==> config.mk <==
export PLATFORM = sky130hd
export DESIGN_NAME = phy_bringup_seq
export DESIGN_NICKNAME = d
export VERILOG_FILES = /design/src/rtl/phy_seq_pkg.sv /design/src/rtl/phy_seq_cnt.sv /design/src/rtl/phy_bringup_seq.sv
export SDC_FILE = /design/constraint.sdc
export NUM_CORES = 1
export LEC_CHECK = 0
export CAP_MARGIN = 20
export CORE_MARGIN = 5
export CORE_UTILIZATION = 45
export DETAILED_ROUTE_END_ITERATION = 6
export PLACE_DENSITY = 0.75
export SYNTH_ARGS = -nofsm -noshare
export SYNTH_HDL_FRONTEND = slang
export SYNTH_SLANG_ARGS = --single-unit
==> constraint.sdc <==
create_clock -name clk -period 2.7 [get_ports clk]
set_clock_uncertainty 0.1 [all_clocks]
set_input_delay 0.27 -clock clk [delete_from_list [all_inputs] [get_ports clk]]
set_output_delay 0.27 -clock clk [all_outputs]
set_load 0.03 [all_outputs]
==> src/rtl/phy_seq_pkg.sv <==
package phy_seq_pkg;

    localparam logic [4:0] REG_CTRL = 5'd0;
    localparam logic [4:0] REG_STAT = 5'd1;

    localparam int CTL_RESET   = 15;
    localparam int CTL_SPEED   = 13;
    localparam int CTL_AN_EN   = 12;
    localparam int CTL_ISOLATE = 10;
    localparam int CTL_AN_RST  = 9;
    localparam int CTL_DUPLEX  = 8;

    localparam int STS_AN_DONE = 5;
    localparam int STS_RFAULT  = 4;
    localparam int STS_AN_ABLE = 3;
    localparam int STS_LINK    = 2;

    localparam logic [15:0] RESET_WORD = 16'(1) << CTL_RESET;
    localparam logic [15:0] AN_WORD    = (16'(1) << CTL_AN_EN) | (16'(1) << CTL_AN_RST)
                                       | (16'(1) << CTL_SPEED) | (16'(1) << CTL_DUPLEX);

    typedef enum logic [4:0] {
        S_IDLE, S_RST_WR, S_RST_WAIT, S_RST_RD,
        S_ISO_WR, S_ISO_WAIT, S_ISO_RD,
        S_SNAP_RD, S_MASK_WR,
        S_AN_WR, S_AN_WAIT, S_AN_RD,
        S_CAP_RD, S_ACK_WAIT, S_ACK_RD, S_RF_WR,
        S_LINK_RD, S_RES_RD, S_DONE, S_FAIL
    } seq_state_e;

    typedef struct packed {
        seq_state_e  st;
        logic [15:0] snap;
        logic        spd;
        logic        dpx;
    } seq_regs_t;

endpackage

==> src/rtl/phy_seq_cnt.sv <==
module phy_seq_cnt #(
    parameter int W = 4
) (
    input  logic         clk,
    input  logic         rst_n,
    input  logic         load_i,
    input  logic [W-1:0] val_i,
    input  logic         dec_i,
    output logic [W-1:0] cnt_o,
    output logic         zero_o
);
    logic [W-1:0] cnt_d, cnt_q;

    always_comb begin
        cnt_d = cnt_q;
        if (load_i)
            cnt_d = val_i;
        else if (dec_i && (cnt_q != '0))
            cnt_d = cnt_q - W'(1);
    end

    always_ff @(posedge clk or negedge rst_n) begin
        if (!rst_n) cnt_q <= '0;
        else        cnt_q <= cnt_d;
    end

    assign cnt_o  = cnt_q;
    assign zero_o = (cnt_q == '0);
endmodule

==> src/rtl/phy_bringup_seq.sv <==
module phy_bringup_seq
    import phy_seq_pkg::*;
#(
    parameter logic [4:0]  PHY_ADDR    = 5'd0,
    parameter logic [4:0]  STSOUT_REG  = 5'd18,
    parameter logic [4:0]  MASK_REG    = 5'd19,
    parameter logic [15:0] IRQ_MASK    = 16'h00FE,
    parameter int          SPD_BIT     = 7,
    parameter int          DPX_BIT     = 6,
    parameter int          WAIT_CYCLES = 16,
    parameter int          POLL_LIMIT  = 8,
    parameter int          ACK_TRIES   = 6
) (
    input  logic        clk,
    input  logic        rst_n,
    input  logic        start_i,
    output logic        req_o,
    output logic        req_wr_o,
    output logic [4:0]  req_phy_o,
    output logic [4:0]  req_reg_o,
    output logic [15:0] req_wdata_o,
    input  logic        ack_i,
    input  logic [15:0] rdata_i,
    output logic        done_o,
    output logic        fail_o,
    output logic        speed_o,
    output logic        duplex_o,
    output logic [15:0] snapshot_o
);
    localparam int WT_W   = $clog2(WAIT_CYCLES + 1);
    localparam int PMAX   = (POLL_LIMIT > ACK_TRIES) ? POLL_LIMIT : ACK_TRIES;
    localparam int PC_W   = $clog2(PMAX + 1);
    localparam logic [WT_W-1:0] WT_LOAD = WT_W'(WAIT_CYCLES - 1);

    seq_regs_t r_d, r_q;

    logic            wt_load, wt_dec, wt_zero;
    logic [WT_W-1:0] wt_cnt;
    logic            pc_load, pc_dec, pc_zero;
    logic [PC_W-1:0] pc_val, pc_cnt;
    logic            acc, poll_last;

    phy_seq_cnt #(.W(WT_W)) u_wait (
        .clk(clk), .rst_n(rst_n), .load_i(wt_load), .val_i(WT_LOAD),
        .dec_i(wt_dec), .cnt_o(wt_cnt), .zero_o(wt_zero)
    );

    phy_seq_cnt #(.W(PC_W)) u_poll (
        .clk(clk), .rst_n(rst_n), .load_i(pc_load), .val_i(pc_val),
        .dec_i(pc_dec), .cnt_o(pc_cnt), .zero_o(pc_zero)
    );

    // request decode from the current step
    always_comb begin
        req_o       = 1'b1;
        req_wr_o    = 1'b0;
        req_reg_o   = REG_CTRL;
        req_wdata_o = '0;
        unique case (r_q.st)
            S_RST_WR:                   begin req_wr_o = 1'b1; req_wdata_o = RESET_WORD; end
            S_ISO_WR:                   req_wr_o = 1'b1;
            S_AN_WR, S_RF_WR:           begin req_wr_o = 1'b1; req_wdata_o = AN_WORD; end
            S_MASK_WR:                  begin req_wr_o = 1'b1; req_reg_o = MASK_REG; req_wdata_o = IRQ_MASK; end
            S_RST_RD, S_ISO_RD, S_AN_RD: ;
            S_SNAP_RD, S_RES_RD:        req_reg_o = STSOUT_REG;
            S_CAP_RD, S_ACK_RD, S_LINK_RD: req_reg_o = REG_STAT;
            default:                    req_o = 1'b0;
        endcase
    end

    assign req_phy_o = PHY_ADDR;
    assign acc       = req_o && ack_i;
    assign poll_last = (pc_cnt <= PC_W'(1));

    always_comb begin
        r_d     = r_q;
        wt_load = 1'b0;
        wt_dec  = 1'b0;
        pc_load = 1'b0;
        pc_val  = PC_W'(POLL_LIMIT);
        pc_dec  = 1'b0;
        unique case (r_q.st)
            S_IDLE, S_DONE, S_FAIL: begin
                if (start_i) begin
                    r_d.st   = S_RST_WR;
                    r_d.snap = '0;
                    r_d.spd  = 1'b0;
                    r_d.dpx  = 1'b0;
                end
            end
            S_RST_WR: if (acc) begin r_d.st = S_RST_WAIT; wt_load = 1'b1; pc_load = 1'b1; end
            S_ISO_WR: if (acc) begin r_d.st = S_ISO_WAIT; wt_load = 1'b1; pc_load = 1'b1; end
            S_AN_WR:  if (acc) begin r_d.st = S_AN_WAIT;  wt_load = 1'b1; pc_load = 1'b1; end
            S_RST_WAIT: if (wt_zero) r_d.st = S_RST_RD;  else wt_dec = 1'b1;
            S_ISO_WAIT: if (wt_zero) r_d.st = S_ISO_RD;  else wt_dec = 1'b1;
            S_AN_WAIT:  if (wt_zero) r_d.st = S_AN_RD;   else wt_dec = 1'b1;
            S_ACK_WAIT: if (wt_zero) r_d.st = S_ACK_RD;  else wt_dec = 1'b1;
            S_RST_RD: if (acc) begin
                if (!rdata_i[CTL_RESET])
                    r_d.st = rdata_i[CTL_ISOLATE] ? S_ISO_WR : S_SNAP_RD;
                else if (poll_last)
                    r_d.st = S_FAIL;
                else begin r_d.st = S_RST_WAIT; wt_load = 1'b1; pc_dec = 1'b1; end
            end
            S_ISO_RD: if (acc) begin
                if (!rdata_i[CTL_ISOLATE])
                    r_d.st = S_SNAP_RD;
                else if (poll_last)
                    r_d.st = S_FAIL;
                else begin r_d.st = S_ISO_WAIT; wt_load = 1'b1; pc_dec = 1'b1; end
            end
            S_SNAP_RD: if (acc) begin r_d.snap = rdata_i; r_d.st = S_MASK_WR; end
            S_MASK_WR: if (acc) r_d.st = S_AN_WR;
            S_AN_RD: if (acc) begin
                if (!rdata_i[CTL_AN_RST])
                    r_d.st = S_CAP_RD;
                else if (poll_last)
                    r_d.st = S_FAIL;
                else begin r_d.st = S_AN_WAIT; wt_load = 1'b1; pc_dec = 1'b1; end
            end
            S_CAP_RD: if (acc) begin
                if (!rdata_i[STS_AN_ABLE])
                    r_d.st = S_FAIL;
                else begin
                    r_d.st  = S_ACK_WAIT;
                    wt_load = 1'b1;
                    pc_load = 1'b1;
                    pc_val  = PC_W'(ACK_TRIES);
                end
            end
            S_ACK_RD: if (acc) begin
                pc_dec = 1'b1;
                if (rdata_i[STS_AN_DONE])
                    r_d.st = S_LINK_RD;
                else if (rdata_i[STS_RFAULT])
                    r_d.st = S_RF_WR;
                else if (poll_last)
                    r_d.st = S_LINK_RD;
                else begin r_d.st = S_ACK_WAIT; wt_load = 1'b1; end
            end
            S_RF_WR: if (acc) begin
                if (pc_zero) r_d.st = S_LINK_RD;
                else begin r_d.st = S_ACK_WAIT; wt_load = 1'b1; end
            end
            S_LINK_RD: if (acc) r_d.st = rdata_i[STS_LINK] ? S_RES_RD : S_FAIL;
            S_RES_RD: if (acc) begin
                r_d.spd = rdata_i[SPD_BIT];
                r_d.dpx = rdata_i[DPX_BIT];
                r_d.st  = S_DONE;
            end
            default: r_d.st = S_IDLE;
        endcase
    end

    always_ff @(posedge clk or negedge rst_n) begin
        if (!rst_n) begin
            r_q.st   <= S_IDLE;
            r_q.snap <= '0;
            r_q.spd  <= 1'b0;
            r_q.dpx  <= 1'b0;
        end else begin
            r_q <= r_d;
        end
    end

    assign done_o     = (r_q.st == S_DONE);
    assign fail_o     = (r_q.st == S_FAIL);
    assign speed_o    = r_q.spd;
    assign duplex_o   = r_q.dpx;
    assign snapshot_o = r_q.snap;

    logic unused_wt;
    assign unused_wt = ^wt_cnt;
endmodule

==> results summary <==
The DRC violations left came out at 0. The total power divided by cell area came out at 1342 mW/mm^2. The number of endpoints with negative hold slack in the final report came to 0. The largest fanout on the critical path is 10. The repair_antennas step left the layout with diodes totalling 0. The fraction of registers with async set or reset after synthesis came out at 1.000. Walking the worst path, the cells encountered are nand2b_1 -> a21o_1 -> nor2_1 -> clkdlybuf4s50_1. The category of cells accounting for the largest share of critical-path delay is buffers and inverters.

The max-capacitance violation count is 0. The count of fill cells added during filler insertion is 502. The fmax is 393.2 MHz.

In the final layout, the share of cells above drive strength 1 is 0.1694. In this run the most used layer during global routing was met2. Headroom to the max-slew limit came out at 0.6459. The area growth from synthesis to layout came out at 19.59%.

The part of the total power dissipated in combinational logic is 0.681. Entering global routing, the biggest net connects 33 pins. The pre-CTS setup slack came out at 405.3 ps. The net total in the final layout came out at 330.

The worst setup path is captured at a primary output. Summed over all layers, the routed wires come to 6428 um. The delay of the slowest cell on the worst path is 710 ps. The starting utilization of the core area came out at 0.4620. The worst-path cell with the longest stage delay is sky130_fd_sc_hd__clkdlybuf4s50_1. The width of the chip came out at 84.96 um.

The most used flip-flop cell after synthesis is sky130_fd_sc_hd__dfrtp_1. The maximum level of the CTS H-tree came out at 2. The floorplan step set the die height to 84.96 um.

The internal power contribution is 2083 uW. The final worst slack is 157.0 ps. The number of synthesized flops with an enable pin is 0. The design draws 4058 uW.

The share of power burned in the clock network came out at 0.093. The area of the die is 0.007218 mm^2. The wire length of the first global-routing pass is 10250 um. Counting both buffers and inverters, the worst setup path holds a total of 1. Of the total power, registers draw 0.226. The flop and latch count out of synthesis is 32. The routability congestion estimate from global placement is 1.000.

The number of antenna violations at the first check in global routing is 0. Synthesis produced a netlist whose cell count is 274. The total of endpoints with negative setup slack in the final report is 0. After global routing the overflow that remains totals 0. The number of cells after detailed placement came out at 371.

At the worst endpoint, the required time is 2330 ps. The flow ran to the end, and the final reports show no timing, DRC or antenna violations. Averaged over all synthesized cells, the footprint is 9.229 um^2.

For met3 alone, demand over resource in global routing was 0.04757. The detailed-route vias per instance is 5.749. The cell area that synthesis handed to floorplanning was 0.002529 mm^2.

For the finished layout, the period the worst path requires is 2543 ps. CTS saw 32 sinks. For this design, the CTS-stage hold fixing added 0 buffers. The unique cell type count in the Yosys netlist came out at 67. The via count of the first global-routing pass came out at 1971.

The number of placed I/O pins came out at 68. The estimated wirelength of the detail-placed design is 4757 um. The number of slew-limit violations in the final report came out at 0. STA classifies the critical path startpoint as a flip-flop. Summed over all nets, the switching power comes to 1975 uW. Before antenna repair, the detailed router went through 7 iterations. The total vias in the final route came out at 2179. The share of the clock period used by the worst path came out at 0.9419. The post-cts repair resize count is 0. Counting along the longest clock path gives a buffer depth of 2. The clock buffer count from CTS came out at 5. The worst vdd rail ir drop came out at 0.0006902 V. Clock tree synthesis selected as its root buffer the cell sky130_fd_sc_hd__clkbuf_8. The switching power share of the total came out at 0.4866. The number of synthesis warnings came out at 0. The placeable core area is 0.005473 mm^2.

The post-detailed-route wirelength per cell came out at 16.96 um. The remaining number of nets flagged by the antenna check after routing is 0. The violation count after the first detailed-route iteration is 180.

In this run the worst hold path is classified as input pin to asynchronous set/reset pin. The cell depth of the worst flop-to-flop path came out at 6. Leaving out filler cells and counting taps, the final layout contains 379. The aggregate global-route resource usage came out at 0.1765. The total negative slack for setup checks is 0 ps. The share of the Yosys chip area taken by registers is 0.3167.

The number of stages on the worst setup path came out at 4. The clock latency on the worst-skew pair is 290 ps. After clock tree synthesis, the setup repair step added 0 buffers. At the worst endpoint, the arrival time is 2170 ps.

TritonCTS built the clock tree. The met1 capacity usage during global routing is 0.2563. Buffers placed on the I/O ports in this run total 56. Setup repair after global routing left no endpoint under its margin.

The critical path is of the flip-flop to primary output type. In this run the static leakage power is 0.001310 uW. The met2 usage came out at 0.2564.

After floorplanning, the core was divided into 27 placement rows. For the pin with the worst max-slew slack, the measured transition is 531.2 ps. Clock-pin slew was measured on the worst setup and hold paths at 80 ps.
==> Yosys cell counts (all sizes together), types with 5 or more instances <==
cell,count,area (um^2)
inv,12,45.04
a22o,18,157.7
dfrtp,32,800.8
o21ai,9,45.04
a21oi,7,35.03
buf,52,375.4
a31oi,5,31.28
nor2,11,41.29
nand2,19,76.32
nand3b,6,45.04
mux2,5,75.07
nor3,11,55.05
nand2b,6,37.54
o211ai,5,51.30
==> final timing paths <==
path	from	to	slack, ps
setup reg to reg	r_q[21]$_DFFE_PN0P_	u_poll.cnt_o[3]$_DFFE_PN0P_	400
hold / removal	rst_n	u_wait.cnt_o[0]$_DFFE_PN0P_	270
min in group clk	snapshot_o[12]$_DFFE_PN0P_	snapshot_o[12]$_DFFE_PN0P_	400
max in group asynchronous	rst_n	r_q[19]$_DFFE_PN0P_	1900
hold reg to reg	snapshot_o[12]$_DFFE_PN0P_	snapshot_o[12]$_DFFE_PN0P_	400
setup / recovery	r_q[21]$_DFFE_PN0P_	req_wdata_o[9]	160
==> metrics by stage <==
| stage | hold WS, ps | utilization | instance area [um^2] |
|---|---|---|---|
| after global placement | 387.1 | 0.5350 | 2928 |
| after detailed placement | 393.3 | 0.5350 | 2928 |
| after floorplan | -125.6 | - | 2566 |
| after global routing | 307.4 | 0.5526 | 3024 |
| final | 272.5 | 0.5526 | 3024 |
| after CTS | 278.7 | 0.5510 | 3015 |
==> registers in the layout, summed over array words and instances (netlist names) <==
name	count
duplex_o	1
u_poll.cnt_o	4
speed_o	1
snapshot_o	16
u_wait.cnt_o	5
r_q	5
==> power by group through the flow <==
stage,clock [uW],sequential (uW),combinational (uW)
final,377,917,2760
after CTS,383,907,2750
after floorplan,0,810,2200
after global routing,398,954,2950
after global placement,0,908,2710
after detailed placement,0,916,2740
==> cell usage in the layout, fill, tap and decap left out, types with 3 or more instances in the layout <==
master                            instances
sky130_fd_sc_hd__nand4_1                  4
sky130_fd_sc_hd__nand2b_1                 6
sky130_fd_sc_hd__xnor2_1                  4
sky130_fd_sc_hd__nor2_1                  11
sky130_fd_sc_hd__mux2_4                   5
sky130_fd_sc_hd__clkbuf_8                 5
sky130_fd_sc_hd__nand3b_1                 6
sky130_fd_sc_hd__nand2_1                 17
sky130_fd_sc_hd__o211ai_1                 4
sky130_fd_sc_hd__buf_4                   21
sky130_fd_sc_hd__inv_1                   11
sky130_fd_sc_hd__dfrtp_2                  3
sky130_fd_sc_hd__ha_1                     4
sky130_fd_sc_hd__a31oi_1                  5
sky130_fd_sc_hd__o21ai_0                  7
sky130_fd_sc_hd__a21oi_1                  7
sky130_fd_sc_hd__nor2b_1                  3
sky130_fd_sc_hd__nor4_1                   4
sky130_fd_sc_hd__a22o_1                  18
sky130_fd_sc_hd__clkdlybuf4s50_1         46
sky130_fd_sc_hd__nor3_1                  11
sky130_fd_sc_hd__dfrtp_1                 29
sky130_fd_sc_hd__conb_1                  11
sky130_fd_sc_hd__and3_1                   4
==> worst reg2reg max path, delay by kind of cell (launching register included) <==
| family | cells | cell delay [ps] |
|---|---|---|
| AND/OR/NAND/NOR | 1 | 180 |
| multiplexers | 1 | 360 |
| buffers and inverters | 1 | 280 |
| flip-flops | 1 | 560 |
| AO/OA/AOI/OAI | 3 | 720 |
==> layer usage <==
| layer | wire length, um | share of wire |
|---|---|---|
| met5 | 0 | 0 |
| met4 | 57 | 0.0089 |
| met3 | 702 | 0.11 |
| met2 | 2696 | 0.42 |
| met1 | 2972 | 0.46 |
==> layout make-up <==
class / instances / area, um^2 / share of cell area
Timing Repair Buffer: 70 / 663.1 / 0.2193
Clock buffer: 5 / 68.82 / 0.02276
Inverter: 12 / 45.04 / 0.01489
Tap cell: 72 / 90.09 / 0.02979
Sequential cell: 32 / 804.5 / 0.2660
Multi-Input combinational cell: 185 / 1334 / 0.4410
Clock inverter: 3 / 18.77 / 0.006206
==> kinds of logic after synthesis <==
family	after synthesis	share of synthesized area
simple gates	86	0.1979
compound gates	71	0.2331
buf+inv	67	0.1707
flops	32	0.3167
mux	8	0.04305
xor+xnor	5	0.01732
fa+ha+maj	4	0.01979
other cells	1	0.001483
No activity file was read; power rests on OpenSTA's default activity.
